$ cat config.mk
export PLATFORM = sky130hd
export DESIGN_NAME = spi_slv
export DESIGN_NICKNAME = d
export VERILOG_FILES = /design/src/rtl/spi_slv_pkg.sv /design/src/rtl/spi_slv_sync.sv /design/src/rtl/spi_slv_ctrl.sv /design/src/rtl/spi_slv_dp.sv /design/src/rtl/spi_slv.sv
export SDC_FILE = /design/constraint.sdc
export NUM_CORES = 1
export LEC_CHECK = 0
export BUFFER_PORTS_ARGS = -buffer_cell sky130_fd_sc_hd__buf_2
export CAP_MARGIN = 20
export CORE_ASPECT_RATIO = 1.4
export CORE_UTILIZATION = 25
export CTS_CLUSTER_SIZE = 14
export DETAILED_ROUTE_END_ITERATION = 16
export PLACE_DENSITY = 0.51
export SETUP_SLACK_MARGIN = 0.2
export SLEW_MARGIN = 40
export SYNTH_ARGS = -nofsm -noshare
export SYNTH_HDL_FRONTEND = slang
export SYNTH_HIERARCHICAL = 1
export SYNTH_SLANG_ARGS = --single-unit
$ cat constraint.sdc
create_clock -name clk -period 5 [get_ports clk]
set_input_delay 0.5 -clock clk [delete_from_list [all_inputs] [get_ports clk]]
set_output_delay 0.5 -clock clk [all_outputs]
set_load 0.01 [all_outputs]
$ cat src/rtl/spi_slv_pkg.sv
package spi_slv_pkg;
  typedef struct packed {
    logic loadTx;
    logic shiftTx;
    logic sampleRx;
    logic byteDone;
    logic abort;
  } spiStrb_t;
endpackage

$ cat src/rtl/spi_slv_sync.sv
module spi_slv_sync #(
  parameter int W = 3,
  parameter int STAGES = 2,
  parameter logic [W-1:0] RST_VAL = '0
) (
  input  logic         clk,
  input  logic         rstN,
  input  logic [W-1:0] din,
  output logic [W-1:0] dout
);
  genvar b;
  generate
    for (b = 0; b < W; b++) begin : g_bit
      logic [STAGES-1:0] chain;
      always_ff @(posedge clk or negedge rstN) begin
        if (!rstN) chain <= {STAGES{RST_VAL[b]}};
        else       chain <= {chain[STAGES-2:0], din[b]};
      end
      assign dout[b] = chain[STAGES-1];
    end
  endgenerate
endmodule

$ cat src/rtl/spi_slv_ctrl.sv
module spi_slv_ctrl
  import spi_slv_pkg::*;
#(
  parameter int DATA_W = 8,
  parameter int SYNC_STAGES = 2
) (
  input  logic     clk,
  input  logic     rstN,
  input  logic     cpol,
  input  logic     cpha,
  input  logic     sckRaw,
  input  logic     ssNRaw,
  input  logic     mosiRaw,
  input  logic     wrEn,
  input  logic     rdStatus,
  input  logic     rdData,
  input  logic     wcolClr,
  output spiStrb_t strb,
  output logic     mosiBit,
  output logic     tcFlag,
  output logic     wcolFlag
);
  localparam int CNT_W = (DATA_W > 1) ? $clog2(DATA_W) : 1;
  localparam logic [CNT_W-1:0] LAST = CNT_W'(DATA_W - 1);

  logic [2:0] syncOut;
  logic sckS, ssS, ssPrev, normPrev, sckNorm, ssActive;
  logic leadEdge, trailEdge, launch, collide;
  logic [CNT_W-1:0] bitCnt;
  logic tcArmed;

  spi_slv_sync #(.W(3), .STAGES(SYNC_STAGES), .RST_VAL(3'b010)) u_sync (
    .clk(clk), .rstN(rstN),
    .din({mosiRaw, ssNRaw, sckRaw}),
    .dout(syncOut)
  );
  assign sckS    = syncOut[0];
  assign ssS     = syncOut[1];
  assign mosiBit = syncOut[2];

  assign ssActive = ~ssS;
  assign sckNorm  = sckS ^ cpol;

  always_ff @(posedge clk or negedge rstN) begin
    if (!rstN) begin
      normPrev <= 1'b0;
      ssPrev   <= 1'b1;
    end else begin
      normPrev <= sckNorm;
      ssPrev   <= ssS;
    end
  end

  assign leadEdge  = ssActive & sckNorm & ~normPrev;
  assign trailEdge = ssActive & ~sckNorm & normPrev;
  assign launch    = cpha ? leadEdge : trailEdge;
  assign collide   = wrEn & ~cpha & ssActive;

  always_comb begin
    strb.sampleRx = cpha ? trailEdge : leadEdge;
    strb.shiftTx  = launch & ~(cpha & (bitCnt == '0));
    strb.loadTx   = wrEn & ~collide;
    strb.byteDone = strb.sampleRx & (bitCnt == LAST);
    strb.abort    = ssS & ~ssPrev & (bitCnt != '0);
  end

  always_ff @(posedge clk or negedge rstN) begin
    if (!rstN)                 bitCnt <= '0;
    else if (!ssActive)        bitCnt <= '0;
    else if (strb.sampleRx)    bitCnt <= (bitCnt == LAST) ? '0 : bitCnt + 1'b1;
  end

  always_ff @(posedge clk or negedge rstN) begin
    if (!rstN) begin
      tcFlag  <= 1'b0;
      tcArmed <= 1'b0;
    end else begin
      if (strb.byteDone)             tcFlag <= 1'b1;
      else if (rdData && tcArmed)    tcFlag <= 1'b0;
      if (rdStatus && tcFlag)        tcArmed <= 1'b1;
      else if (rdData)               tcArmed <= 1'b0;
    end
  end

  always_ff @(posedge clk or negedge rstN) begin
    if (!rstN)         wcolFlag <= 1'b0;
    else if (collide)  wcolFlag <= 1'b1;
    else if (wcolClr)  wcolFlag <= 1'b0;
  end


  tc_set_chk: assert property (@(posedge clk) disable iff (!rstN)
    $rose(tcFlag) |-> $past(strb.byteDone));

  tc_clr_chk: assert property (@(posedge clk) disable iff (!rstN)
    $fell(tcFlag) |-> $past(rdData));

  wcol_set_chk: assert property (@(posedge clk) disable iff (!rstN)
    $rose(wcolFlag) |-> $past(wrEn && !cpha && !ssS));

  wcol_hold_chk: assert property (@(posedge clk) disable iff (!rstN)
    $fell(wcolFlag) |-> $past(wcolClr));

  frame_reset_chk: assert property (@(posedge clk) disable iff (!rstN)
    ssS |=> (bitCnt == '0));
endmodule

$ cat src/rtl/spi_slv_dp.sv
module spi_slv_dp
  import spi_slv_pkg::*;
#(
  parameter int DATA_W = 8
) (
  input  logic              clk,
  input  logic              rstN,
  input  spiStrb_t          strb,
  input  logic              mosiBit,
  input  logic [DATA_W-1:0] wrData,
  input  logic              misoDir,
  output logic [DATA_W-1:0] rxData,
  output logic              misoOut,
  output logic              misoOe
);
  logic [DATA_W-1:0] rxShift, txShift, rxNext;

  assign rxNext = {rxShift[DATA_W-2:0], mosiBit};

  always_ff @(posedge clk or negedge rstN) begin
    if (!rstN)              rxShift <= '0;
    else if (strb.abort)    rxShift <= '0;
    else if (strb.sampleRx) rxShift <= rxNext;
  end

  always_ff @(posedge clk or negedge rstN) begin
    if (!rstN)              rxData <= '0;
    else if (strb.byteDone) rxData <= rxNext;
  end

  always_ff @(posedge clk or negedge rstN) begin
    if (!rstN)             txShift <= '0;
    else if (strb.loadTx)  txShift <= wrData;
    else if (strb.shiftTx) txShift <= {txShift[DATA_W-2:0], 1'b0};
  end

  assign misoOe  = misoDir;
  assign misoOut = misoDir & txShift[DATA_W-1];


  rx_hold_chk: assert property (@(posedge clk) disable iff (!rstN)
    !$past(strb.byteDone) |-> $stable(rxData));

  tx_load_chk: assert property (@(posedge clk) disable iff (!rstN)
    $past(strb.loadTx) |-> (txShift == $past(wrData)));
endmodule

$ cat src/rtl/spi_slv.sv
module spi_slv
  import spi_slv_pkg::*;
#(
  parameter int DATA_W = 8,
  parameter int SYNC_STAGES = 2
) (
  input  logic              clk,
  input  logic              rstN,
  input  logic              cpol,
  input  logic              cpha,
  input  logic              misoDir,
  input  logic              sckIn,
  input  logic              ssNIn,
  input  logic              mosiIn,
  output logic              misoOut,
  output logic              misoOe,
  input  logic              wrEn,
  input  logic [DATA_W-1:0] wrData,
  input  logic              rdStatus,
  input  logic              rdData,
  output logic [DATA_W-1:0] rxData,
  output logic              tcFlag,
  input  logic              wcolClr,
  output logic              wcolFlag
);
  spiStrb_t strb;
  logic mosiBit;

  spi_slv_ctrl #(.DATA_W(DATA_W), .SYNC_STAGES(SYNC_STAGES)) u_ctrl (
    .clk(clk), .rstN(rstN), .cpol(cpol), .cpha(cpha),
    .sckRaw(sckIn), .ssNRaw(ssNIn), .mosiRaw(mosiIn),
    .wrEn(wrEn), .rdStatus(rdStatus), .rdData(rdData), .wcolClr(wcolClr),
    .strb(strb), .mosiBit(mosiBit), .tcFlag(tcFlag), .wcolFlag(wcolFlag)
  );

  spi_slv_dp #(.DATA_W(DATA_W)) u_dp (
    .clk(clk), .rstN(rstN), .strb(strb), .mosiBit(mosiBit),
    .wrData(wrData), .misoDir(misoDir),
    .rxData(rxData), .misoOut(misoOut), .misoOe(misoOe)
  );
endmodule

==> Implementation_results.wiki, run 1 <==
{| class="wikitable"
! Metric !! Value
|-
| Total core area || 6250 µm²
|-
| Number of warnings printed during yosys synthesis || 6
|-
| Max Fanout on Critical Path || 8
|-
| Avg WL per Cell || 11.2 µm
|-
| GRT Resource Usage Total || 0.0832
|-
| Unrepaired setup endpoints after global routing || false
|-
| Worst hold margin || 0.165 ns
|-
| Post-synthesis area per instance || 12.5 µm²
|-
| First-pass GRT wire length || 4350 µm
|-
| GP Congestion || 0.641
|-
| Max-capacitance violation count || 0
|-
| Post-Synthesis Cell Area || 1630 µm²
|-
| Synthesized Nets || 153
|-
| CP Launch Type || flip-flop
|-
| Net Sw Frac || 0.250
|-
| Number of top-level pins || 32
|-
| Length of the first detailed-routing pass in iterations || 4
|-
| CTS tree || done
|-
| Worst Skew || 0.00224 ns
|-
| DP HPWL || 1870 µm
|-
| VDD IR max || 0.0000978 V
|-
| Total number of H-tree levels || 2
|-
| Post-layout net count || 182
|-
| Root buffer cell || sky130_fd_sc_hd__clkbuf_8
|-
| Worst skew pair latency || 0.28 ns
|-
| Max Slew Vio Count || 0
|-
| Source of the worst register-to-register timing path || u_ctrl/u_sync/g_bit[0].chain[1]
|-
| Post-synth cell types || 23
|-
| Starting Density || 0.260
|-
| Result of the run || completed
|-
| Residual antenna-violating net count after detailed routing || 0
|-
| Number of antenna violations at the first check in global routing || 0
|-
| Portion of total power attributed to sequential cells || 0.543
|-
| Worst path required time || 5.15 ns
|-
| Count of state elements after synthesis || 37
|-
| Area added between synthesis and finish || 17.4%
|-
| Sw power || 0.167 mW
|-
| Kind of critical path || flip-flop to flip-flop
|-
| Kind of path behind the tightest hold check || input port to async pin
|-
| CTS max path bufs || 2
|-
| FP Rows || 34
|-
| Final cell utilization of the core || 0.305
|-
| Floorplan die area || 6840 µm²
|-
| Final period utilization || 0.393
|-
| Height of the die || 97.4 µm
|-
| Clock sinks || 37
|-
| Hold Violations, Final || 0
|-
| Endpoint of the worst register-to-register path || u_dp/txShift[7]
|-
| Inst Count DP || 224
|-
| Vias post-DR || 938
|-
| Residual overflow from global routing || 0
|-
| Accumulated negative setup slack || 0 ns
|-
| Ratio of total power to cell area || 351 nW/µm²
|-
| Layout cells sized above 1 || 0.356
|-
| Non-Filler Instances || 232
|-
| Detailed-route DRC error count || 0
|-
| CTS clock-pin slew for the worst setup and hold paths || 0.07 ns
|-
| Ant. Diodes || 0
|-
| Final Total Pwr || 0.670 mW
|-
| Die outline width || 70.2 µm
|-
| Fraction of the yosys area taken by sequential cells || 0.572
|-
| Data arrival time of the critical path || 2.11 ns
|-
| Final setup violating endpoints || 0
|-
| Vias per inst || 4.04
|-
| Cell count after synthesis || 130
|-
| Port Buffer Count || 31
|-
| Actual transition at the worst max-transition pin || 0.702 ns
|-
| Maximum number of pins on one net before global-route repair || 38
|-
| Quantity of gates resized following cts || 0
|-
| FMAX || 0.509 GHz
|-
| Gate power share || 0.120
|-
| Relative slew slack || 0.530
|-
| Leakage power summed over all cells || 0.918 nW
|-
| Number of buffers inserted during clock tree synthesis || 5
|-
| Clock period minus worst slack || 1.96 ns
|-
| Number of global-route vias before repair || 919
|-
| Number of setup buffers added after CTS || 0
|-
| Post-CTS Hold Fix Bufs || 0
|-
| R2r setup slk || 3.04 ns
|-
| DRC violation total after the first TritonRoute iteration || 42
|-
| Logic depth of the worst register-to-register path || 5
|-
| Clock network fraction of design power || 0.337
|-
| P_int || 0.502 mW
|-
| Kind of end point of the critical path || flip-flop
|-
| Total wire length || 2600 µm
|}
## synth_stat cells (all sizes together)
library cell | count | area [µm²]
xor2 | 1 | 16.3
nor2b | 1 | 6.26
nor3 | 1 | 5.00
buf | 8 | 71.3
and2 | 2 | 12.5
nand2 | 12 | 45.0
or3b | 1 | 8.76
inv | 4 | 15.0
nand4b | 1 | 8.76
o21ai | 11 | 55.1
and3b | 1 | 8.76
ha | 3 | 37.5
mux2i | 17 | 174
mux2 | 9 | 135
nand2b | 7 | 43.8
clkbuf | 1 | 3.75
a21oi | 1 | 5.00
dfstp | 3 | 78.8
dfrtp | 34 | 851
nor2 | 12 | 45.0
## critical path, cell delays in order (launching register included)
cell and delay, ns:
sky130_fd_sc_hd__dfrtp_1 0.39, sky130_fd_sc_hd__xor2_2 0.17, sky130_fd_sc_hd__or3b_2 0.46, sky130_fd_sc_hd__a21oi_2 0.46
sky130_fd_sc_hd__mux2i_1 0.26, sky130_fd_sc_hd__o21ai_1 0.08
## cell usage in the layout, fill, tap and decap left out, types with 2 or more instances in the layout
| cell | n |
|---|---|
| sky130_fd_sc_hd__mux2_4 | 9 |
| sky130_fd_sc_hd__inv_1 | 4 |
| sky130_fd_sc_hd__nand2_1 | 12 |
| sky130_fd_sc_hd__mux2i_1 | 16 |
| sky130_fd_sc_hd__dfrtp_1 | 34 |
| sky130_fd_sc_hd__buf_2 | 30 |
| sky130_fd_sc_hd__dfstp_2 | 3 |
| sky130_fd_sc_hd__nand2b_1 | 7 |
| sky130_fd_sc_hd__ha_1 | 3 |
| sky130_fd_sc_hd__o21ai_0 | 4 |
| sky130_fd_sc_hd__o21ai_1 | 7 |
| sky130_fd_sc_hd__and2_1 | 2 |
| sky130_fd_sc_hd__clkbuf_8 | 7 |
| sky130_fd_sc_hd__nor2_1 | 11 |
## logic make-up after synthesis
group | share of synthesized area
AND/OR/NAND/NOR | 0.113
XOR/XNOR | 0.0100
AO/OA/AOI/OAI | 0.0369
flip-flops | 0.572
multiplexers | 0.190
adder cells (fa/ha/maj) | 0.0231
buffers and inverters | 0.0554
## registers in the layout, indices dropped and copies added (netlist names), 3 cells and up
signal and flops:
u_ctrl/u_sync/g_bit.chain 6, u_dp/rxShift 7, u_dp/rxData 8, u_ctrl/bitCnt 3
u_dp/txShift 8
## stage by stage
stage | cell area [µm²] | worst slack, ns
after floorplan | 1630 | 3.18
after global placement | 1800 | 2.50
after detailed placement | 1800 | 2.48
after CTS | 1910 | 2.75
after global routing | 1910 | 2.92
final | 1910 | 3.04
## power by group through the flow
stage	Clock [mW]	Sequential [mW]	Combinational, mW
floorplan	0	0.362	0.0622
global placement	0	0.370	0.0808
detailed placement	0	0.370	0.0830
CTS	0.237	0.365	0.0827
global route	0.248	0.370	0.0927
finish	0.225	0.364	0.0802
## how the worst max path moves through the flow
stage / startpoint / endpoint / slack (ns) / cells past startpoint
2_1_floorplan: cpol / u_dp/txShift[1] / 3.18 / 6
3_3_place_gp: cpol / u_dp/txShift[7] / 2.50 / 6
3_5_place_dp: cpol / u_dp/txShift[7] / 2.48 / 6
4_1_cts: u_ctrl/u_sync/g_bit[0].chain[1] / u_dp/txShift[7] / 2.75 / 5
5_1_grt: u_ctrl/u_sync/g_bit[0].chain[1] / u_dp/txShift[4] / 2.92 / 5
6_report: u_ctrl/u_sync/g_bit[0].chain[1] / u_dp/txShift[7] / 3.04 / 5
## cell type report
type                       instances  area (µm²)
fill                             646        4340
sequential                        37         930
multi-input combinational         80         616
timing repair buffer              31         158
clock buffer                       7        96.3
tap                               72        90.1
inverter                           4        15.0
clock inverter                     1        5.00
## routing by layer
metal  share of wire  vias up  wire length [µm]  global-route usage
li1                -      482                 -                   -
met3           0.037        7                96              0.0322
met1            0.46      426              1190              0.0965
met4           0.026        0                67              0.0462
met2            0.48       23              1240               0.130
met5               0        -                 0                   0
Note: power is estimated with default switching activity, not from simulation.
==> run 2, diff against run 1 <==
==> constraint.sdc (replaced) <==
create_clock -name clk -period 2 [get_ports clk]
set_input_delay 0.2 -clock clk [delete_from_list [all_inputs] [get_ports clk]]
set_output_delay 0.2 -clock clk [all_outputs]
set_load 0.01 [all_outputs]
==> run 2 against run 1 <==
Against the previous run:
- register-to-register slack got worse by 2.7 ns
- non-clock buffer count increased by 7
- maximum frequency increased by 17%
- combinational power increased to 2.8 times the previous value
- clock-buffer cell count decreased by 2
- cell count increased by 3.0%
- die area unchanged
- sequential share of layout area decreased by 2.1 points
- worst hold slack got worse by 0.15 ns
- clock skew increased by 0.0093 ns
- critical path type unchanged
==> Implementation_results.wiki, run 2 (synthesis gave the netlist of run 1 again) <==
{| class="wikitable"
! Metric !! Value
|-
| Maximum number of pins on one net before global-route repair || 38 (unchanged)
|-
| Vias per inst || 4.10 (+1.4%)
|-
| Max Slew Vio Count || 0 (unchanged)
|-
| DP HPWL || 1880 µm (+0.76%)
|-
| GRT Resource Usage Total || 0.0866 (+0.00342)
|-
| Top library cells by usage in the layout, fill and taps aside || sky130_fd_sc_hd__dfrtp_1, sky130_fd_sc_hd__buf_2, sky130_fd_sc_hd__mux2i_1
|-
| Avg WL per Cell || 11.2 µm (-0.39%)
|-
| Detailed-route DRC error count || 0 (unchanged)
|-
| Vias post-DR || 980 (+4.5%)
|-
| Die outline width || 70.2 µm (unchanged)
|-
| FP Rows || 34 (unchanged)
|-
| Data arrival time of the critical path || 1.86 ns (-0.25 ns)
|-
| Crit path buf inv count || 0 (unchanged)
|-
| Pre-CTS setup slack || 0.0440 ns (-2.43 ns)
|-
| Height of the die || 97.4 µm (unchanged)
|-
| Area added between synthesis and finish || 22.6%
|-
| Cell family with most CP delay || simple AND/OR/NAND/NOR gates
|-
| Floorplan die area || 6840 µm² (unchanged)
|-
| CTS clock-pin slew for the worst setup and hold paths || 0.08 ns (about the same)
|-
| Kind of critical path || flip-flop to flip-flop
|-
| Logic depth of the worst register-to-register path || 5 (unchanged)
|-
| Worst skew pair latency || 0.29 ns (about the same)
|-
| Final Total Pwr || 1.79 mW (+170%)
|-
| Final setup violating endpoints || 0 (unchanged)
|-
| Total number of H-tree levels || 2 (unchanged)
|-
| Commonest non-fill, non-tap cell in the layout || sky130_fd_sc_hd__dfrtp_1
|-
| Registers with the most flip-flops || u_dp/rxData: 8 flops, u_dp/txShift: 8 flops, u_dp/rxShift: 7 flops
|-
| Hold Violations, Final || 0 (unchanged)
|-
| FMAX || 0.594 GHz (+17%)
|-
| List of cells traversed by the critical path || ha_1 > ha_1 > nand2b_1 > nor2_2 > mux2_4
|-
| Number of cells on the critical path || 5 (unchanged)
|-
| CTS max path bufs || 2 (unchanged)
|-
| Relative slew slack || 0.619 (+0.0888)
|-
| Unrepaired setup endpoints after global routing || true
|-
| Port Buffer Count || 31 (unchanged)
|-
| Layout cells sized above 1 || 0.365 (+0.00902)
|-
| CTS tree || done
|-
| Leakage power summed over all cells || 0.951 nW (+3.6%)
|-
| DRC violation total after the first TritonRoute iteration || 35 (-17%)
|-
| CP Launch Type || flip-flop
|-
| Number of global-route vias before repair || 955 (+3.9%)
|-
| Result of the run || completed
|-
| Post-layout net count || 189 (+3.8%)
|-
| Residual antenna-violating net count after detailed routing || 0 (unchanged)
|-
| Final setup slack of the worst path || 0.317 ns (-2.72 ns)
|-
| Worst Skew || 0.0115 ns (+0.00930 ns)
|-
| Accumulated negative setup slack || 0 ns (unchanged)
|-
| VDD IR max || 0.000282 V (+190%)
|-
| Ant. Diodes || 0 (unchanged)
|-
| Kind of path behind the tightest hold check || input port to flip-flop
|-
| Slowest Stage Delay on Critical Path || 0.45 ns (about the same)
|-
| Cell count of the worst hold path || 1
|-
| Root buffer cell || sky130_fd_sc_hd__clkbuf_8
|-
| Area after DPL || 1830 µm² (+1.4%)
|-
| Clock period minus worst slack || 1.68 ns (-0.280 ns)
|-
| Ratio of total power to cell area || 897 nW/µm² (+160%)
|-
| Worst path required time || 2.18 ns (-2.97 ns)
|-
| Number of setup buffers added after CTS || 0 (unchanged)
|-
| Worst path most repeated cell || sky130_fd_sc_hd__ha_1
|-
| Total core area || 6250 µm² (unchanged)
|-
| Kind of end point of the critical path || flip-flop
|-
| Length of the first detailed-routing pass in iterations || 4 (unchanged)
|-
| Final period utilization || 0.842 (+0.449)
|-
| Actual transition at the worst max-transition pin || 0.571 ns (-0.131 ns)
|-
| First-pass GRT wire length || 4510 µm (+3.8%)
|-
| Number of antenna violations at the first check in global routing || 0 (unchanged)
|-
| Number of buffers inserted during clock tree synthesis || 5 (unchanged)
|-
| Starting Density || 0.260 (unchanged)
|-
| GP Congestion || 0.654 (+2.1%)
|-
| Total wire length || 2670 µm (+2.6%)
|-
| Clock sinks || 37 (unchanged)
|-
| Number of top-level pins || 32 (unchanged)
|-
| Residual overflow from global routing || 0 (unchanged)
|-
| Final-layout fill cell count || 647 (+0.15%)
|-
| Post-Layout Inst Area || 1990 µm² (+4.5%)
|-
| Final cell utilization of the core || 0.319 (+0.0136)
|-
| Max-capacitance violation count || 0 (unchanged)
|-
| Max Fanout on Critical Path || 8 (unchanged)
|-
| Slowest cell on crit path || sky130_fd_sc_hd__nor2_2
|}
[run 2: final timing paths]
check	startpoint	endpoint	slack [ns]
min in group asynchronous	rstN	u_dp/rxData[5]	0.41
setup reg to reg	u_ctrl/bitCnt[1]	u_dp/rxData[6]	0.32
hold / removal	sckIn	u_ctrl/u_sync/g_bit[0].chain[0]	0.02
hold reg to reg	u_ctrl/u_sync/g_bit[2].chain[0]	u_ctrl/u_sync/g_bit[2].chain[1]	0.35
setup / recovery	u_ctrl/bitCnt[1]	u_dp/rxData[6]	0.32
max in group asynchronous	rstN	u_ctrl/u_sync/g_bit[1].chain[0]	1.23
[run 2: layout make-up]
type | count | area [µm²] | area share
flip-flops and latches | 37 | 930 | 0.466
multi-input cells | 80 | 623 | 0.312
clock buffers | 5 | 68.8 | 0.0345
clock inverters | 3 | 46.3 | 0.0232
inverters | 4 | 15.0 | 0.00753
repair buffers | 38 | 221 | 0.111
well taps | 72 | 90.1 | 0.0452
[run 2: repair_timing]
action	in CTS	in global routing
resized for setup	2	4
setup endpoints to repair	15	17
pin swaps	0	1
hold buffers	1	2
hold endpoints to repair	34	2
[run 2: layer usage]
| metal | share of wire | GRT usage | up-vias | routed length (µm) |
|---|---|---|---|---|
| met2 | 0.46 | 0.132 | 24 | 1240 |
| met4 | 0.024 | 0.0415 | 0 | 63 |
| met3 | 0.047 | 0.0342 | 5 | 124 |
| met5 | 0 | 0 | - | 0 |
| met1 | 0.46 | 0.106 | 454 | 1240 |
| li1 | - | - | 497 | - |
[run 2: power breakdown]
part	internal, mW	switching (mW)	leakage [nW]
logic	0.111	0.111	0.422
registers	0.845	0.0639	0.475
clock network	0.373	0.285	0.0543
total	1.33	0.460	0.951
[run 2: stage by stage]
step	hold slack (ns)	std cells
6_report	0.0188	239
5_1_grt	0.0139	239
4_1_cts	0.000818	237
3_5_place_dp	0.201	228
3_3_place_gp	0.310	228
2_1_floorplan	-0.0956	130
